===== src/rtl/hfc_pkg.sv =====
package hfc_pkg;

    typedef enum logic [0:0] {
        ST_START = 1'b0,
        ST_SWEEP = 1'b1
    } scan_state_t;

endpackage


===== src/rtl/hfc_hash.sv =====
module hfc_hash #(
    parameter int ID_W     = 8,
    parameter int IDX_W    = 4,
    parameter int NUM_HASH = 2
) (
    input  logic [ID_W-1:0]                 id,
    output logic [NUM_HASH-1:0][IDX_W-1:0]  idx
);

    logic [IDX_W-1:0] lo_part;
    logic [IDX_W-1:0] hi_part;

    assign lo_part = id[IDX_W-1:0];
    assign hi_part = id[2*IDX_W-1:IDX_W];

    // Each hash uses its own odd multiplier on the upper half.
    for (genvar k = 0; k < NUM_HASH; k++) begin : g_hash
        localparam logic [IDX_W-1:0] MUL = IDX_W'(2 * k + 1);
        assign idx[k] = lo_part + MUL * hi_part;
    end

endmodule


===== src/rtl/hfc_flag_array.sv =====
module hfc_flag_array #(
    parameter int                NUM_SLOTS = 16,
    parameter int                IDX_W     = 4,
    parameter int                NUM_HASH  = 2,
    parameter int                FLAG_W    = 8,
    parameter logic [FLAG_W-1:0] FLAG_MARK = 8'h5A
) (
    input  logic                            clk,
    input  logic                            rst_n,
    input  logic                            ev_valid,
    input  logic [NUM_HASH-1:0][IDX_W-1:0]  ev_idx,
    input  logic [IDX_W-1:0]                scan_idx,
    input  logic                            scan_clear,
    output logic                            scan_nz
);

    logic [FLAG_W-1:0]    flag_q [NUM_SLOTS];
    logic [NUM_SLOTS-1:0] ev_hit;
    logic [NUM_SLOTS-1:0] clr_hit;

    always_comb begin
        ev_hit = '0;
        for (int k = 0; k < NUM_HASH; k++) begin
            if (ev_valid) begin
                ev_hit[ev_idx[k]] = 1'b1;
            end
        end
    end

    for (genvar i = 0; i < NUM_SLOTS; i++) begin : g_slot
        assign clr_hit[i] = scan_clear && (scan_idx == IDX_W'(i));

        // A mark from an event takes precedence over a scanner clear.
        always_ff @(posedge clk or negedge rst_n) begin
            if (!rst_n) begin
                flag_q[i] <= '0;
            end else if (ev_hit[i]) begin
                flag_q[i] <= FLAG_MARK;
            end else if (clr_hit[i]) begin
                flag_q[i] <= '0;
            end
        end

        assert_event_kept_R7: assert property (@(posedge clk) disable iff (!rst_n)
            ev_hit[i] |=> (flag_q[i] == FLAG_MARK));

        assert_clear_R3: assert property (@(posedge clk) disable iff (!rst_n)
            (clr_hit[i] && !ev_hit[i]) |=> (flag_q[i] == '0));

        assert_flag_hold_R2: assert property (@(posedge clk) disable iff (!rst_n)
            (!ev_hit[i] && !clr_hit[i]) |=> $stable(flag_q[i]));
    end

    assign scan_nz = |flag_q[scan_idx];

    assert_one_clear_R3: assert property (@(posedge clk) disable iff (!rst_n)
        $onehot0(clr_hit));

endmodule


===== src/rtl/hfc_scanner.sv =====
module hfc_scanner
    import hfc_pkg::*;
#(
    parameter int NUM_SLOTS = 16,
    parameter int IDX_W     = 4
) (
    input  logic             clk,
    input  logic             rst_n,
    input  logic             flag_nz,
    output logic [IDX_W-1:0] scan_idx,
    output logic             harvest
);

    localparam logic [IDX_W-1:0] LAST_IDX = IDX_W'(NUM_SLOTS - 1);

    scan_state_t      state_q, state_d;
    logic [IDX_W-1:0] ptr_q, ptr_d;

    always_ff @(posedge clk or negedge rst_n) begin
        if (!rst_n) begin
            state_q <= ST_START;
            ptr_q   <= '0;
        end else begin
            state_q <= state_d;
            ptr_q   <= ptr_d;
        end
    end

    // Next state: go (START->SWEEP), step and wrap (SWEEP->SWEEP).
    always_comb begin
        state_d = state_q;
        ptr_d   = ptr_q;
        unique case (state_q)
            ST_START: begin
                state_d = ST_SWEEP;
                ptr_d   = '0;
            end
            ST_SWEEP: begin
                state_d = ST_SWEEP;
                ptr_d   = (ptr_q == LAST_IDX) ? '0 : ptr_q + 1'b1;
            end
            default: begin
                state_d = ST_START;
                ptr_d   = '0;
            end
        endcase
    end

    always_comb begin
        scan_idx = ptr_q;
        harvest  = 1'b0;
        unique case (state_q)
            ST_START: harvest = 1'b0;
            ST_SWEEP: harvest = flag_nz;
            default:  harvest = 1'b0;
        endcase
    end

    assert_go_R3: assert property (@(posedge clk) disable iff (!rst_n)
        (state_q == ST_START) |=> (state_q == ST_SWEEP && ptr_q == '0));

    assert_wrap_R9: assert property (@(posedge clk) disable iff (!rst_n)
        (state_q == ST_SWEEP && ptr_q == LAST_IDX) |=> (ptr_q == '0));

    assert_stay_sweep_R3: assert property (@(posedge clk) disable iff (!rst_n)
        (state_q == ST_SWEEP) |=> (state_q == ST_SWEEP));

endmodule


===== src/rtl/hfc_accum_bank.sv =====
module hfc_accum_bank #(
    parameter int NUM_SLOTS = 16,
    parameter int IDX_W     = 4,
    parameter int NUM_HASH  = 2,
    parameter int CNT_W     = 8
) (
    input  logic                            clk,
    input  logic                            rst_n,
    input  logic                            harvest,
    input  logic [IDX_W-1:0]                scan_idx,
    input  logic [NUM_HASH-1:0][IDX_W-1:0]  qry_idx,
    output logic [CNT_W-1:0]                qry_count
);

    localparam logic [CNT_W-1:0] CNT_MAX = '1;

    logic [CNT_W-1:0]     acc_q [NUM_SLOTS];
    logic [NUM_SLOTS-1:0] inc;
    logic [CNT_W-1:0]     slot_val [NUM_HASH];

    for (genvar i = 0; i < NUM_SLOTS; i++) begin : g_acc
        assign inc[i] = harvest && (scan_idx == IDX_W'(i));

        always_ff @(posedge clk or negedge rst_n) begin
            if (!rst_n) begin
                acc_q[i] <= '0;
            end else if (inc[i] && (acc_q[i] != CNT_MAX)) begin
                acc_q[i] <= acc_q[i] + 1'b1;
            end
        end

        assert_no_overflow_R8: assert property (@(posedge clk) disable iff (!rst_n)
            (inc[i] && acc_q[i] == CNT_MAX) |=> (acc_q[i] == CNT_MAX));

        assert_step_R3: assert property (@(posedge clk) disable iff (!rst_n)
            (inc[i] && acc_q[i] != CNT_MAX) |=> (acc_q[i] == $past(acc_q[i]) + CNT_W'(1)));

        assert_acc_hold_R6: assert property (@(posedge clk) disable iff (!rst_n)
            !inc[i] |=> $stable(acc_q[i]));
    end

    for (genvar k = 0; k < NUM_HASH; k++) begin : g_sel
        assign slot_val[k] = acc_q[qry_idx[k]];

        assert_min_bound_R5: assert property (@(posedge clk) disable iff (!rst_n)
            qry_count <= slot_val[k]);
    end

    always_comb begin
        qry_count = slot_val[0];
        for (int k = 1; k < NUM_HASH; k++) begin
            if (slot_val[k] < qry_count) begin
                qry_count = slot_val[k];
            end
        end
    end

endmodule


===== src/rtl/hfc_event_counter.sv =====
module hfc_event_counter #(
    parameter int                ID_W      = 8,
    parameter int                NUM_SLOTS = 16,
    parameter int                NUM_HASH  = 2,
    parameter int                CNT_W     = 8,
    parameter int                FLAG_W    = 8,
    parameter logic [FLAG_W-1:0] FLAG_MARK = 8'h5A
) (
    input  logic             clk,
    input  logic             rst_n,
    input  logic             ev_valid,
    input  logic [ID_W-1:0]  ev_id,
    input  logic [ID_W-1:0]  qry_id,
    output logic [CNT_W-1:0] qry_count
);

    localparam int IDX_W = $clog2(NUM_SLOTS);

    logic [NUM_HASH-1:0][IDX_W-1:0] ev_idx;
    logic [NUM_HASH-1:0][IDX_W-1:0] qry_idx;
    logic [IDX_W-1:0]               scan_idx;
    logic                           scan_nz;
    logic                           harvest;

    hfc_hash #(.ID_W(ID_W), .IDX_W(IDX_W), .NUM_HASH(NUM_HASH)) u_ev_hash (
        .id  (ev_id),
        .idx (ev_idx)
    );

    hfc_hash #(.ID_W(ID_W), .IDX_W(IDX_W), .NUM_HASH(NUM_HASH)) u_qry_hash (
        .id  (qry_id),
        .idx (qry_idx)
    );

    hfc_flag_array #(
        .NUM_SLOTS (NUM_SLOTS),
        .IDX_W     (IDX_W),
        .NUM_HASH  (NUM_HASH),
        .FLAG_W    (FLAG_W),
        .FLAG_MARK (FLAG_MARK)
    ) u_flags (
        .clk        (clk),
        .rst_n      (rst_n),
        .ev_valid   (ev_valid),
        .ev_idx     (ev_idx),
        .scan_idx   (scan_idx),
        .scan_clear (harvest),
        .scan_nz    (scan_nz)
    );

    hfc_scanner #(.NUM_SLOTS(NUM_SLOTS), .IDX_W(IDX_W)) u_scan (
        .clk      (clk),
        .rst_n    (rst_n),
        .flag_nz  (scan_nz),
        .scan_idx (scan_idx),
        .harvest  (harvest)
    );

    hfc_accum_bank #(
        .NUM_SLOTS (NUM_SLOTS),
        .IDX_W     (IDX_W),
        .NUM_HASH  (NUM_HASH),
        .CNT_W     (CNT_W)
    ) u_acc (
        .clk       (clk),
        .rst_n     (rst_n),
        .harvest   (harvest),
        .scan_idx  (scan_idx),
        .qry_idx   (qry_idx),
        .qry_count (qry_count)
    );

    assert_reset_zero_R1: assert property (@(posedge clk)
        !rst_n |-> (qry_count == '0));

endmodule


===== config.mk =====
export PLATFORM = sky130hd
export DESIGN_NAME = hfc_event_counter
export DESIGN_NICKNAME = d
export VERILOG_FILES = /design/src/rtl/hfc_pkg.sv /design/src/rtl/hfc_hash.sv /design/src/rtl/hfc_flag_array.sv /design/src/rtl/hfc_scanner.sv /design/src/rtl/hfc_accum_bank.sv /design/src/rtl/hfc_event_counter.sv
export SDC_FILE = /design/constraint.sdc
export NUM_CORES = 1
export LEC_CHECK = 0
export ABC_CLOCK_PERIOD_IN_PS = 7600
export BUFFER_PORTS_ARGS = -buffer_cell sky130_fd_sc_hd__buf_2
export CORE_UTILIZATION = 30
export CTS_BUF_LIST = sky130_fd_sc_hd__clkbuf_8
export CTS_CLUSTER_SIZE = 12
export DETAILED_ROUTE_END_ITERATION = 10
export PLACE_DENSITY = 0.49
export SLEW_MARGIN = 15
export SYNTH_ARGS = -nofsm -noshare
export SYNTH_HDL_FRONTEND = slang
export SYNTH_SLANG_ARGS = --single-unit

===== constraint.sdc =====
create_clock -name clk -period 7.6 [get_ports clk]
set_input_delay 0.38 -clock clk [delete_from_list [all_inputs] [get_ports clk]]
set_output_delay 0.38 -clock clk [all_outputs]
set_load 0.02 [all_outputs]

After elaboration in Yosys (flattened, before gate mapping). Index checks and enable logic that the tools add are counted.

Register bits after elaboration: 261. Input bits: 19. Output and inout bits: 8.

Add/sub/neg operators: 21. $mul: 2. Magnitude comparators: 8. Equality and inequality tests: 31. Multiplexer cells: 51. Bitwise operators: 5. Reductions and logical operators: 52.

Operators with widths (number): $mux 8 (39); $add 8x1->8 const B (16); $ne 8x8->1 const B (16); $bmux 8 s4 (3); $logic_and 1x1->1 (34); $eq 4x4->1 const B (8); $mux 16 (2); $reduce_bool 2->1 (16); $add 4x4->4 (4); $eq 4x3->1 const B (4); $or 16x16->16 (1); $ge 5x5->1 const B (3); $not 4->5 (3); $lt 4x5->1 const B (2); $demux 1 s4 (2); $eq 4x2->1 const B (2); $ge 4x1->1 const B (2); $lt 8x8->1 (1); $mul 2x4->4 const A (2); $pmux 4 s2 (1); $reduce_or 8->1 (1); $add 4x1->4 const B (1); $eq 4x1->1 const B (1); $logic_not 4->1 (1); 4 further kinds (5).

Logic depth before layout (Yosys ltp). Gate-level depths: netlist of the first run.

Depth after elaboration: 9. Gate-level depth with buffers: 18.

By module. From an unflattened synthesis of the first run, not the netlist that was laid out.

Cells, all modules: 806. Area, all modules: 9472.8 um2.

Modules (own cells, without submodules): hfc_accum_bank (times used 1, cells an instance 640, area each 7778.7 um2); hfc_flag_array (times used 1, cells an instance 100, area each 1011.0 um2); hfc_hash (times used 2, cells an instance 24, area each 236.5 um2); hfc_scanner (times used 1, cells an instance 18, area each 210.2 um2).

Least setup slack after synthesis of the first run. No wires, ideal clock.

Path type: input-to-output. From: input port qry_id[1]. To: output port qry_count[0]. Data arrival time: 4.682 ns. Data required time: 7.220 ns. Setup slack: 2.538 ns. Cell stages on the path: 17. Path through: fa_1 > ha_1 > inv_1 > fa_1 > xnor3_1 > xor2_2 > buf_6 > mux4_2 > mux4_2 > ha_1 > a21o_1 > a21o_1 > a21oi_1 > a21oi_1 > nor2b_1 > a41oi_4 > mux2i_1.

Word-level cells in the longest chain between the ends: 7. Elaborated cells between the ends (all ways): 12. Those cells by class: 2 x add/sub; 1 x order compare; 7 x mux; 2 x bitwise.

Ends and longest elaborated chain: start: declaration (RTL line hfc_event_counter.sv:13) `input logic [ID_W-1:0] qry_id,`; $add 4x4->4 (RTL line hfc_hash.sv:19) `assign idx[k] = lo_part + MUL * hi_part;`; $not 4->5 (not written as such) (RTL line hfc_accum_bank.sv:43) `assign slot_val[k] = acc_q[qry_idx[k]];`; $bmux 8 s4 (RTL line hfc_accum_bank.sv:43); $mux 8 (not written as such) (2 in a row) (RTL line hfc_accum_bank.sv:43); $lt 8x8->1 (RTL line hfc_accum_bank.sv:52) `if (slot_val[k] < qry_count) begin`; $mux 8 * (RTL line hfc_accum_bank.sv:52); end: declaration (RTL line hfc_event_counter.sv:14) `output logic [CNT_W-1:0] qry_count`.

Mark *: on every way between the ends. The rest lies on a longest branch, timed or not. The select of a mux whose other input is x is not followed.

Worst setup path after layout of the first run.
From: input port qry_id[1]. To: output port qry_count[1].

The elaborated chain is that of the path after synthesis.

==> impl_metrics.toml, run 1 <==
[floorplanning]
start_util = 0.305
dieHeight_um = 178
dieArea_mm2 = 0.0317
num_io_pins = 27
core-area_mm2 = 0.0305
rows = 64
die_w_um = 178

[cts]
clock_latency_ns = 0.46
cts_buffers = 17
cts_root_buf = "clkbuf_8"
cts_tree = "yes"
cts_hold_buf = 0
cts_resized = 0
clock_sinks = 149
post-cts-setup-buffers = 0
clk_pin_slew_ns = 0.07
clock_path_buffers = 2
htreeDepth = 4

[drt]
drt-wirelength-per-cell_um = 18.9
drt-vias-per-instance = 5.11
drt_wl_total_mm = 23.3
drt_pass1_iterations = 5
antenna_left = 0
dr_total_vias = 6296
route.detailed.drc = 0
drt_iter0_drc = 405

[synth]
synth_fp_nets = 855
async_reset_ff_frac = 1.00
seq_area_frac_synth = 0.401
synth_edf_count = 0
synth_cell_type_count = 53
ys_top_cells_by_count = "dfrtp_1 (149), nand2_1 (104), xnor2_1 (83)"
yosysMostFrequentCell = "dfrtp_1"
yosysTopAreaCell = "dfrtp_1"
synth_top_area_frac = 0.401
synth_top_flop_cell = "dfrtp_1"
synth-seq-cells = 149
yosys_warnings = 0
syn_inst = 793
syn_area_mm2 = 0.00930
synth_area_leaders = "dfrtp_1 (40%), mux4_2 (9.7%), xnor2_1 (7.8%)"
avgSynthCellArea_um2 = 11.7

[sta]
setup_viol = 0
timing.final.crit_share = 0.782
fin_skew_ns = 0.0201
whs_ns = -0.00488
period_minus_slack_ns = 5.95
tightest_slew_ns = 0.888
grt_setup_unrepaired = "false"
finalWorstSetupSlack_ns = 1.65
maxSlewViolCount = 0
max-slew-margin-rel = 0.404
finalSetupTns_ns = 0
hold_viol = 1
fmax_ghz = 0.168

[finish]
fin_nets = 886
final.fill_count = 3016
multi_input_area_mm2 = 0.00542
seqCellArea_mm2 = 0.00373
post-route-util = 0.338
syn2layout_area_growth_pct = 10.8
final_area_mm2 = 0.0103
diodes = 0
layout.cells.non_filler = 1231
final_layout_size_suffix_gt1_frac = 0.172

[worst_setup_path]
worst_r2r_path_depth = 6
cp-endpoint = "qry_count[1]"
reg2reg_slack_ns = 4.91
required_ns = 7.22
start_kind = "input pin"
end_kind = "output pin"
critPathTopFamily = "adder cells"
rr_endpoint = "u_acc.acc_q[71]"
slowest_stage = "xor2_4"
crit_chain = "buf_2 -> fa_1 -> ha_1 -> inv_1 -> fa_1 -> xnor3_1 -> xor2_4 -> buf_4 -> mux4_2 -> mux4_2 -> ha_1 -> a21o_1 -> a21o_1 -> a21oi_1 -> a21oi_1 -> nor2b_1 -> a41oi_4 -> mux2_2 -> buf_2"
cp.buffers_inverters = 4
crit_fanout = 19
crit_type = "input pin to output pin"
cp_num_cells = 19
cpPeakStageDelay_ns = 0.60
worst_ep_arrival_time_ns = 5.57
cp-startpoint = "qry_id[1]"
timing.rr.start = "u_scan.scan_idx[0]"

[run]
maxCapViolations = 0

[placement]
hpwl_mm = 17.6
place_area_mm2 = 0.00989
dp_cells = 1201
post-place-ws_ns = 1.69
gp_congestion = 0.864
buffer_ports.inserted = 26

[grt]
grt_pass1_vias = 6413
grt_max_degree = 90
antenna_found_initial = 0
grt_overflow = 0
globalRouteTotalUtil = 0.158
grt_pass1_wl_mm = 37.7

[power]
power_mw = 2.24
power_density_mw_per_mm2 = 218
power.leakage_nw = 4.64
ir_worst_vdd_v = 0.000100

[status]
failed_checks = "hold timing"
outcome = "finished, violations left"

[hold_path]
hold_path.class = "input pin to async pin"
==> how the worst min path moves through the flow <==
| stage | cells after the start | slack [ns] | from | end |
|---|---|---|---|---|
| 2_1_floorplan | 0 | 0.08 | rst_n | u_acc.acc_q[0] |
| 3_3_place_gp | 2 | 0.46 | u_flags.flag_q[52] | u_flags.flag_q[52] |
| 3_5_place_dp | 2 | 0.47 | u_flags.flag_q[124] | u_flags.flag_q[124] |
| 4_1_cts | 1 | 0.02 | rst_n | u_acc.acc_q[97] |
| 5_1_grt | 1 | 0.06 | rst_n | u_acc.acc_q[14] |
| 6_report | 1 | -0.005 | rst_n | u_acc.acc_q[59] |
==> registers in the layout, summed over array words and instances (netlist names) <==
signal	cells
u_acc.acc_q	128
u_scan.scan_idx	4
u_flags.flag_q	16
u_scan.state_q	1
==> where the power goes <==
| group | total [mW] | switching (mW) | internal (mW) |
|---|---|---|---|
| Combinational | 0.631 | 0.355 | 0.276 |
| Sequential | 0.945 | 0.0831 | 0.862 |
| Clock | 0.668 | 0.313 | 0.355 |
| Total | 2.24 | 0.751 | 1.49 |
==> cell type report <==
class | instances | area share
repair buffers | 32 | 0.0176
multi-input cells | 607 | 0.526
well taps | 396 | 0.0481
inverters | 17 | 0.00619
clock buffers | 17 | 0.0227
clock inverters | 13 | 0.0178
flip-flops and latches | 149 | 0.362
==> routing by layer <==
| metal | share of wire | global-route usage | wire length, µm |
|---|---|---|---|
| met1 | 0.49 | 0.224 | 11400 |
| met2 | 0.45 | 0.244 | 10600 |
| met3 | 0.040 | 0.0313 | 943 |
| met4 | 0.014 | 0.0445 | 333 |
| met5 | 0 | 0 | 0 |
==> cell usage in the layout, fill, tap and decap left out, types with 3 or more instances in the layout <==
master / instances
o211ai_1: 5
a311oi_1: 4
nor2_1: 28
a32o_1: 4
a31oi_1: 3
nand2b_1: 5
and3_1: 29
dfrtp_1: 149
and4_1: 3
mux4_1: 9
clkinv_4: 3
buf_4: 6
and2_1: 7
inv_1: 18
o22ai_1: 4
a221o_1: 4
a21oi_1: 7
mux4_2: 40
a311oi_2: 6
a22o_1: 8
fa_1: 8
nand2_1: 104
a22oi_1: 9
nor2b_1: 9
buf_2: 25
a21o_1: 5
mux2i_1: 34
nand3_1: 30
o21ai_0: 11
clkbuf_8: 17
xor2_1: 39
ha_1: 34
mux2_2: 28
xnor2_1: 83
nand4_1: 25
bufinv_16: 4
==> cell families (layout without fill, tap and decap cells) <==
group / Yosys count / count (layout) / share of synthesized area
XOR/XNOR: 126 / 126 / 0.123
AND/OR/NAND/NOR: 246 / 246 / 0.127
buffers and inverters: 37 / 79 / 0.0199
AO/OA/AOI/OAI: 80 / 80 / 0.0715
multiplexers: 111 / 111 / 0.193
other: 1 / 1 / 0.000403
flip-flops: 149 / 149 / 0.401
adder cells (fa/ha/maj): 43 / 43 / 0.0643
Note: power is estimated with default switching activity, not from simulation.
==> run 2, diff against run 1 <==
--- a/config.mk
+++ b/config.mk
@@ -5,13 +5,13 @@
 export SDC_FILE = /design/constraint.sdc
 export NUM_CORES = 1
 export LEC_CHECK = 0
-export ABC_CLOCK_PERIOD_IN_PS = 7600
+export ABC_CLOCK_PERIOD_IN_PS = 5000
 export BUFFER_PORTS_ARGS = -buffer_cell sky130_fd_sc_hd__buf_2
 export CORE_UTILIZATION = 30
 export CTS_BUF_LIST = sky130_fd_sc_hd__clkbuf_8
 export CTS_CLUSTER_SIZE = 12
 export DETAILED_ROUTE_END_ITERATION = 10
-export PLACE_DENSITY = 0.49
+export PLACE_DENSITY = 0.51
 export SLEW_MARGIN = 15
 export SYNTH_ARGS = -nofsm -noshare
 export SYNTH_HDL_FRONTEND = slang
==> constraint.sdc (replaced) <==
create_clock -name clk -period 5 [get_ports clk]
set_input_delay 0.25 -clock clk [delete_from_list [all_inputs] [get_ports clk]]
set_output_delay 0.25 -clock clk [all_outputs]
set_load 0.02 [all_outputs]
==> run 2 against run 1 <==
Total power up 58%. The flow now finishes without violations. Critical path type unchanged. First-iteration DRC count rose by 31%. Utilization grew 1.2 points. Combinational power increased by 85%. Largest power group unchanged.
==> impl_metrics.toml, run 2 (synthesized netlist as in run 1, its figures left out) <==
[cts]
clock_latency_ns = 0.47
clk_pin_slew_ns = 0.10
cts_root_buf = "clkbuf_8"
htreeDepth = 4
cts_tree = "yes"
cts_buffers = 17
clock_sinks = 149
clock_path_buffers = 2

[floorplanning]
dieArea_mm2 = 0.0317
dieHeight_um = 178
die_w_um = 178
num_io_pins = 27
core-area_mm2 = 0.0305
start_util = 0.305
rows = 64

[sta]
finalSetupTns_ns = 0
fmax_ghz = 0.204
whs_ns = 0.159
tightest_slew_ns = 1.03
hold_viol = 0
period_minus_slack_ns = 4.90
setup_viol = 0
maxSlewViolCount = 0
max-slew-margin-rel = 0.315
fin_skew_ns = 0.0193
timing.final.crit_share = 0.980

[placement]
hpwl_mm = 17.6
gp_congestion = 0.885
place_area_mm2 = 0.0101
dp_cells = 1221
buffer_ports.inserted = 26

[finish]
fin_nets = 914
layout_common_cells = "dfrtp_1 (149), nand2_1 (104), xnor2_1 (83)"
largest_reg_flops = 128
layout.cells.non_filler = 1261
final_area_mm2 = 0.0107
post-route-util = 0.350
final_common_cell = "dfrtp_1"
syn2layout_area_growth_pct = 14.7
regMostFlops = "u_acc.acc_q"
diodes = 0
final_layout_size_suffix_gt1_frac = 0.216

[power]
power.leakage_nw = 4.79
swShare = 0.353
power_frac_comb = 0.331
power_frac_seq = 0.404
clkPwrFrac = 0.266
power.net_switching_mw = 1.25
ir_worst_vdd_v = 0.000164
p_int_mw = 2.30
power_density_mw_per_mm2 = 333

[grt]
globalRouteTotalUtil = 0.161
grt_pass1_wl_mm = 38.7
grt_max_degree = 104
grt_overflow = 0
antenna_found_initial = 0
grt_pass1_vias = 6651

[drt]
drt_iter0_drc = 531
drt-wirelength-per-cell_um = 18.9
drt-vias-per-instance = 5.20
route.detailed.drc = 0
drt_wl_total_mm = 23.9
dr_total_vias = 6557
antenna_left = 0
drt_pass1_iterations = 7

[worst_setup_path]
required_ns = 4.75
crit_chain = "buf_6 -> fa_1 -> ha_2 -> inv_2 -> fa_2 -> xnor3_2 -> xor2_4 -> buf_6 -> mux4_2 -> mux4_2 -> ha_4 -> a21o_1 -> a21o_1 -> a21oi_2 -> a21oi_2 -> nor2b_4 -> a41oi_4 -> buf_6 -> mux2_4 -> buf_4"
end_kind = "output pin"
start_kind = "input pin"
cpPeakStageDelay_ns = 0.54
crit_type = "input pin to output pin"
worst_path_most_repeated_cell = "buf_6"
worst_ep_arrival_time_ns = 4.65
crit_fanout = 5
slowest_stage = "fa_1"

[run]
maxCapViolations = 0

[hold_path]
hold_path.class = "input pin to flop"

[status]
outcome = "finished clean"
run 2: cell types whose count changed in the layout (fill, tap and decap cells not counted), sizes merged:
cell         change
buf             +26
inv              +5
bufinv           -3
clkinv           -2
clkinvlp         +2
clkbuf           +1
dlygate4sd3      +1
run 2: timing repair:
item | 4_1_cts | 5_1_grt
cloned | 1 | 1
gates resized for setup | 3 | 38
hold endpoints to repair | 102 | 0
pin swaps | 1 | 5
hold buffers | 1 | 0
buffers inserted | 1 | 6
endpoints found under the setup margin | 8 | 8
run 2: area by class of cell:
cell class                 instances  area [µm²]
clock buffer                      17         234
clock inverter                    15         145
fill                            2971       19800
inverter                          17        63.8
multi-input combinational        607        5490
sequential                       149        3730
tap                              396         495
timing repair buffer              60         513
run 2: power by group through the flow:
stage	combinational (mW)	clock, mW	sequential [mW]
after floorplan	0.718	0	1.41
after global placement	1.03	0	1.46
after detailed placement	1.04	0	1.46
after CTS	1.07	0.969	1.43
after global routing	1.28	1.02	1.45
final	1.17	0.944	1.43
run 2: per-layer routing:
metal / wire [µm] / vias up / part of all wire / global-route usage
li1: - / 3035 / - / -
met1: 11300 / 3347 / 0.47 / 0.223
met2: 11200 / 144 / 0.47 / 0.257
met3: 854 / 31 / 0.036 / 0.0251
met4: 476 / 0 / 0.020 / 0.0491
met5: 0 / - / 0 / 0
run 2: per-stage QoR:
step                total power, mW  setup WS [ns]
finish                         3.55         0.0980
detailed placement             2.49         -0.112
CTS                            3.47         0.0196
floorplan                      2.13          0.198
global placement               2.48        -0.0559
global route                   3.76        -0.0430
run 2: final timing paths:
check	from	endpoint	slack, ns	depth (start not counted)
setup / recovery	qry_id[1]	qry_count[1]	0.1	20
hold / removal	ev_valid	u_flags.flag_q[68]	0.16	2
setup reg to reg	u_scan.scan_idx[0]	u_acc.acc_q[39]	2.32	7
hold reg to reg	u_flags.flag_q[60]	u_flags.flag_q[60]	0.50	2
max in group asynchronous	rst_n	u_acc.acc_q[10]	3.36	3
min in group asynchronous	rst_n	u_acc.acc_q[99]	0.47	2
run 2: worst max-delay path, delay by kind of cell:
kind | cells | cell delay, ns
adders and majority gates | 4 | 1.32
muxes | 3 | 1.11
buffers and inverters | 5 | 0.60
AOI/OAI and AO/OA | 5 | 0.71
xor gates and xnor gates | 2 | 0.59
and+or+nand+nor | 1 | 0.06
==> run 3, diff against run 2 <==
--- a/config.mk
+++ b/config.mk
@@ -12,6 +12,7 @@
 export CTS_CLUSTER_SIZE = 12
 export DETAILED_ROUTE_END_ITERATION = 10
 export PLACE_DENSITY = 0.51
+export REMOVE_ABC_BUFFERS = 1
 export SLEW_MARGIN = 15
 export SYNTH_ARGS = -nofsm -noshare
 export SYNTH_HDL_FRONTEND = slang
==> run 3 against run 2 <==
Sequential power about the same. Routed wire length down 2.2%. Total power down 2.5%. Highest routed layer unchanged.
==> impl_metrics.toml, run 3 (synthesized netlist as in run 1, its figures left out) <==
[placement]
place_area_mm2 = 0.0101
dp_cells = 1222
hpwl_mm = 17.8
gp_congestion = 0.864
buffer_ports.inserted = 26

[finish]
final_area_mm2 = 0.0106
layout_common_cells = "dfrtp_1 (149), nand2_1 (104), xnor2_1 (83)"
final_common_cell = "dfrtp_1"
diodes = 0
syn2layout_area_growth_pct = 14.0
layout.cells.non_filler = 1259
regMostFlops = "u_acc.acc_q"
fin_nets = 912
final_layout_size_suffix_gt1_frac = 0.212
largest_reg_flops = 128

[power]
clkPwrFrac = 0.264
power_density_mw_per_mm2 = 327
ir_worst_vdd_v = 0.000175
swShare = 0.341
power.leakage_nw = 4.75
power_frac_comb = 0.320
power_frac_seq = 0.416
power.net_switching_mw = 1.18
p_int_mw = 2.28
power_mw = 3.46

[sta]
setup_viol = 0
max-slew-margin-rel = 0.435
maxSlewViolCount = 0
hold_viol = 0
tightest_slew_ns = 0.842
fin_skew_ns = 0.0146
fmax_ghz = 0.206
period_minus_slack_ns = 4.86
timing.final.crit_share = 0.973
whs_ns = 0.156

[cts]
htreeDepth = 4
cts_tree = "yes"
clock_path_buffers = 2
cts_root_buf = "clkbuf_8"
cts_buffers = 17
clk_pin_slew_ns = 0.09
clock_sinks = 149
clock_latency_ns = 0.45

[worst_setup_path]
cpPeakStageDelay_ns = 0.54
cp.buffers_inverters = 6
end_kind = "output pin"
worst_ep_arrival_time_ns = 4.61
slowest_stage = "fa_1"
start_kind = "input pin"
critPathTopFamily = "adder cells"
crit_chain = "buf_2 -> fa_1 -> ha_2 -> inv_1 -> fa_2 -> xnor3_2 -> xor2_4 -> buf_12 -> buf_4 -> mux4_2 -> mux4_2 -> ha_4 -> nand4_1 -> a21oi_2 -> nor2b_2 -> a41oi_4 -> buf_6 -> mux2_2 -> buf_4"
required_ns = 4.75
crit_fanout = 10
crit_type = "input pin to output pin"

[run]
maxCapViolations = 0

[drt]
dr_total_vias = 6494
drt-vias-per-instance = 5.16
drt_pass1_iterations = 5
drt-wirelength-per-cell_um = 18.5
drt_wl_total_mm = 23.3
antenna_left = 0
route.detailed.drc = 0
drt_iter0_drc = 487

[floorplanning]
rows = 64
num_io_pins = 27
dieArea_mm2 = 0.0317
dieHeight_um = 178
core-area_mm2 = 0.0305
start_util = 0.305
die_w_um = 178

[grt]
grt_pass1_wl_mm = 37.4
grt_pass1_vias = 6411
grt_max_degree = 55
antenna_found_initial = 0
globalRouteTotalUtil = 0.156
grt_overflow = 0

[hold_path]
hold_path.class = "input pin to flop"

[status]
outcome = "finished clean"
## run 3: cell types whose count changed in the layout (fill, tap and decap cells not counted), sizes merged
cell	before	now
inv	25	20
clkbuf	18	20
clkinv	3	4
buf	58	57
clkinvlp	3	4
## run 3: metal layers
| layer | GRT usage | part of all wire |
|---|---|---|
| met4 | 0.0456 | 0.017 |
| met2 | 0.240 | 0.46 |
| met1 | 0.223 | 0.49 |
| met5 | 0 | 0 |
| met3 | 0.0258 | 0.037 |
## run 3: final timing paths
kind	start	endpoint	slack [ns]	cells after the start
max in group asynchronous	rst_n	u_acc.acc_q[118]	3.62	3
setup / recovery	qry_id[4]	qry_count[7]	0.14	19
hold / removal	ev_valid	u_flags.flag_q[36]	0.16	2
min in group asynchronous	rst_n	u_acc.acc_q[3]	0.31	2
hold reg to reg	u_flags.flag_q[116]	u_flags.flag_q[116]	0.49	2
setup reg to reg	u_scan.scan_idx[0]	u_acc.acc_q[69]	2.24	6
## run 3: power by group through the flow
stage | combinational [mW] | clock, mW | sequential, mW
final | 1.11 | 0.915 | 1.44
after global routing | 1.21 | 1.00 | 1.46
after CTS | 1.08 | 0.950 | 1.44
after detailed placement | 1.03 | 0 | 1.47
after global placement | 1.01 | 0 | 1.47
after floorplan | 0.695 | 0 | 1.42
## run 3: final cells by class
| class | instances | area [µm²] |
|---|---|---|
| well taps | 396 | 495 |
| flip-flops and latches | 149 | 3730 |
| repair buffers | 58 | 459 |
| clock buffers | 20 | 275 |
| multi-input cells | 607 | 5470 |
| inverters | 17 | 63.8 |
| fillers | 2997 | 19900 |
| clock inverters | 12 | 104 |
## run 3: timing repair
item,4_1_cts,5_1_grt
pin swaps,1,5
buffers inserted,2,2
endpoints found under the hold margin,52,0
setup endpoints to repair,7,8
resized for setup,3,19
hold buffers,1,0
cloned,1,0
## run 3: per-stage QoR
stage	setup TNS [ns]	util	setup slack (ns)
after floorplan	-3.52	-	-0.481
after global placement	-0.0938	0.331	-0.0258
after detailed placement	-0.508	0.331	-0.118
after CTS	0	0.345	0.0236
after global routing	-0.203	0.347	-0.0458
final	0	0.347	0.136
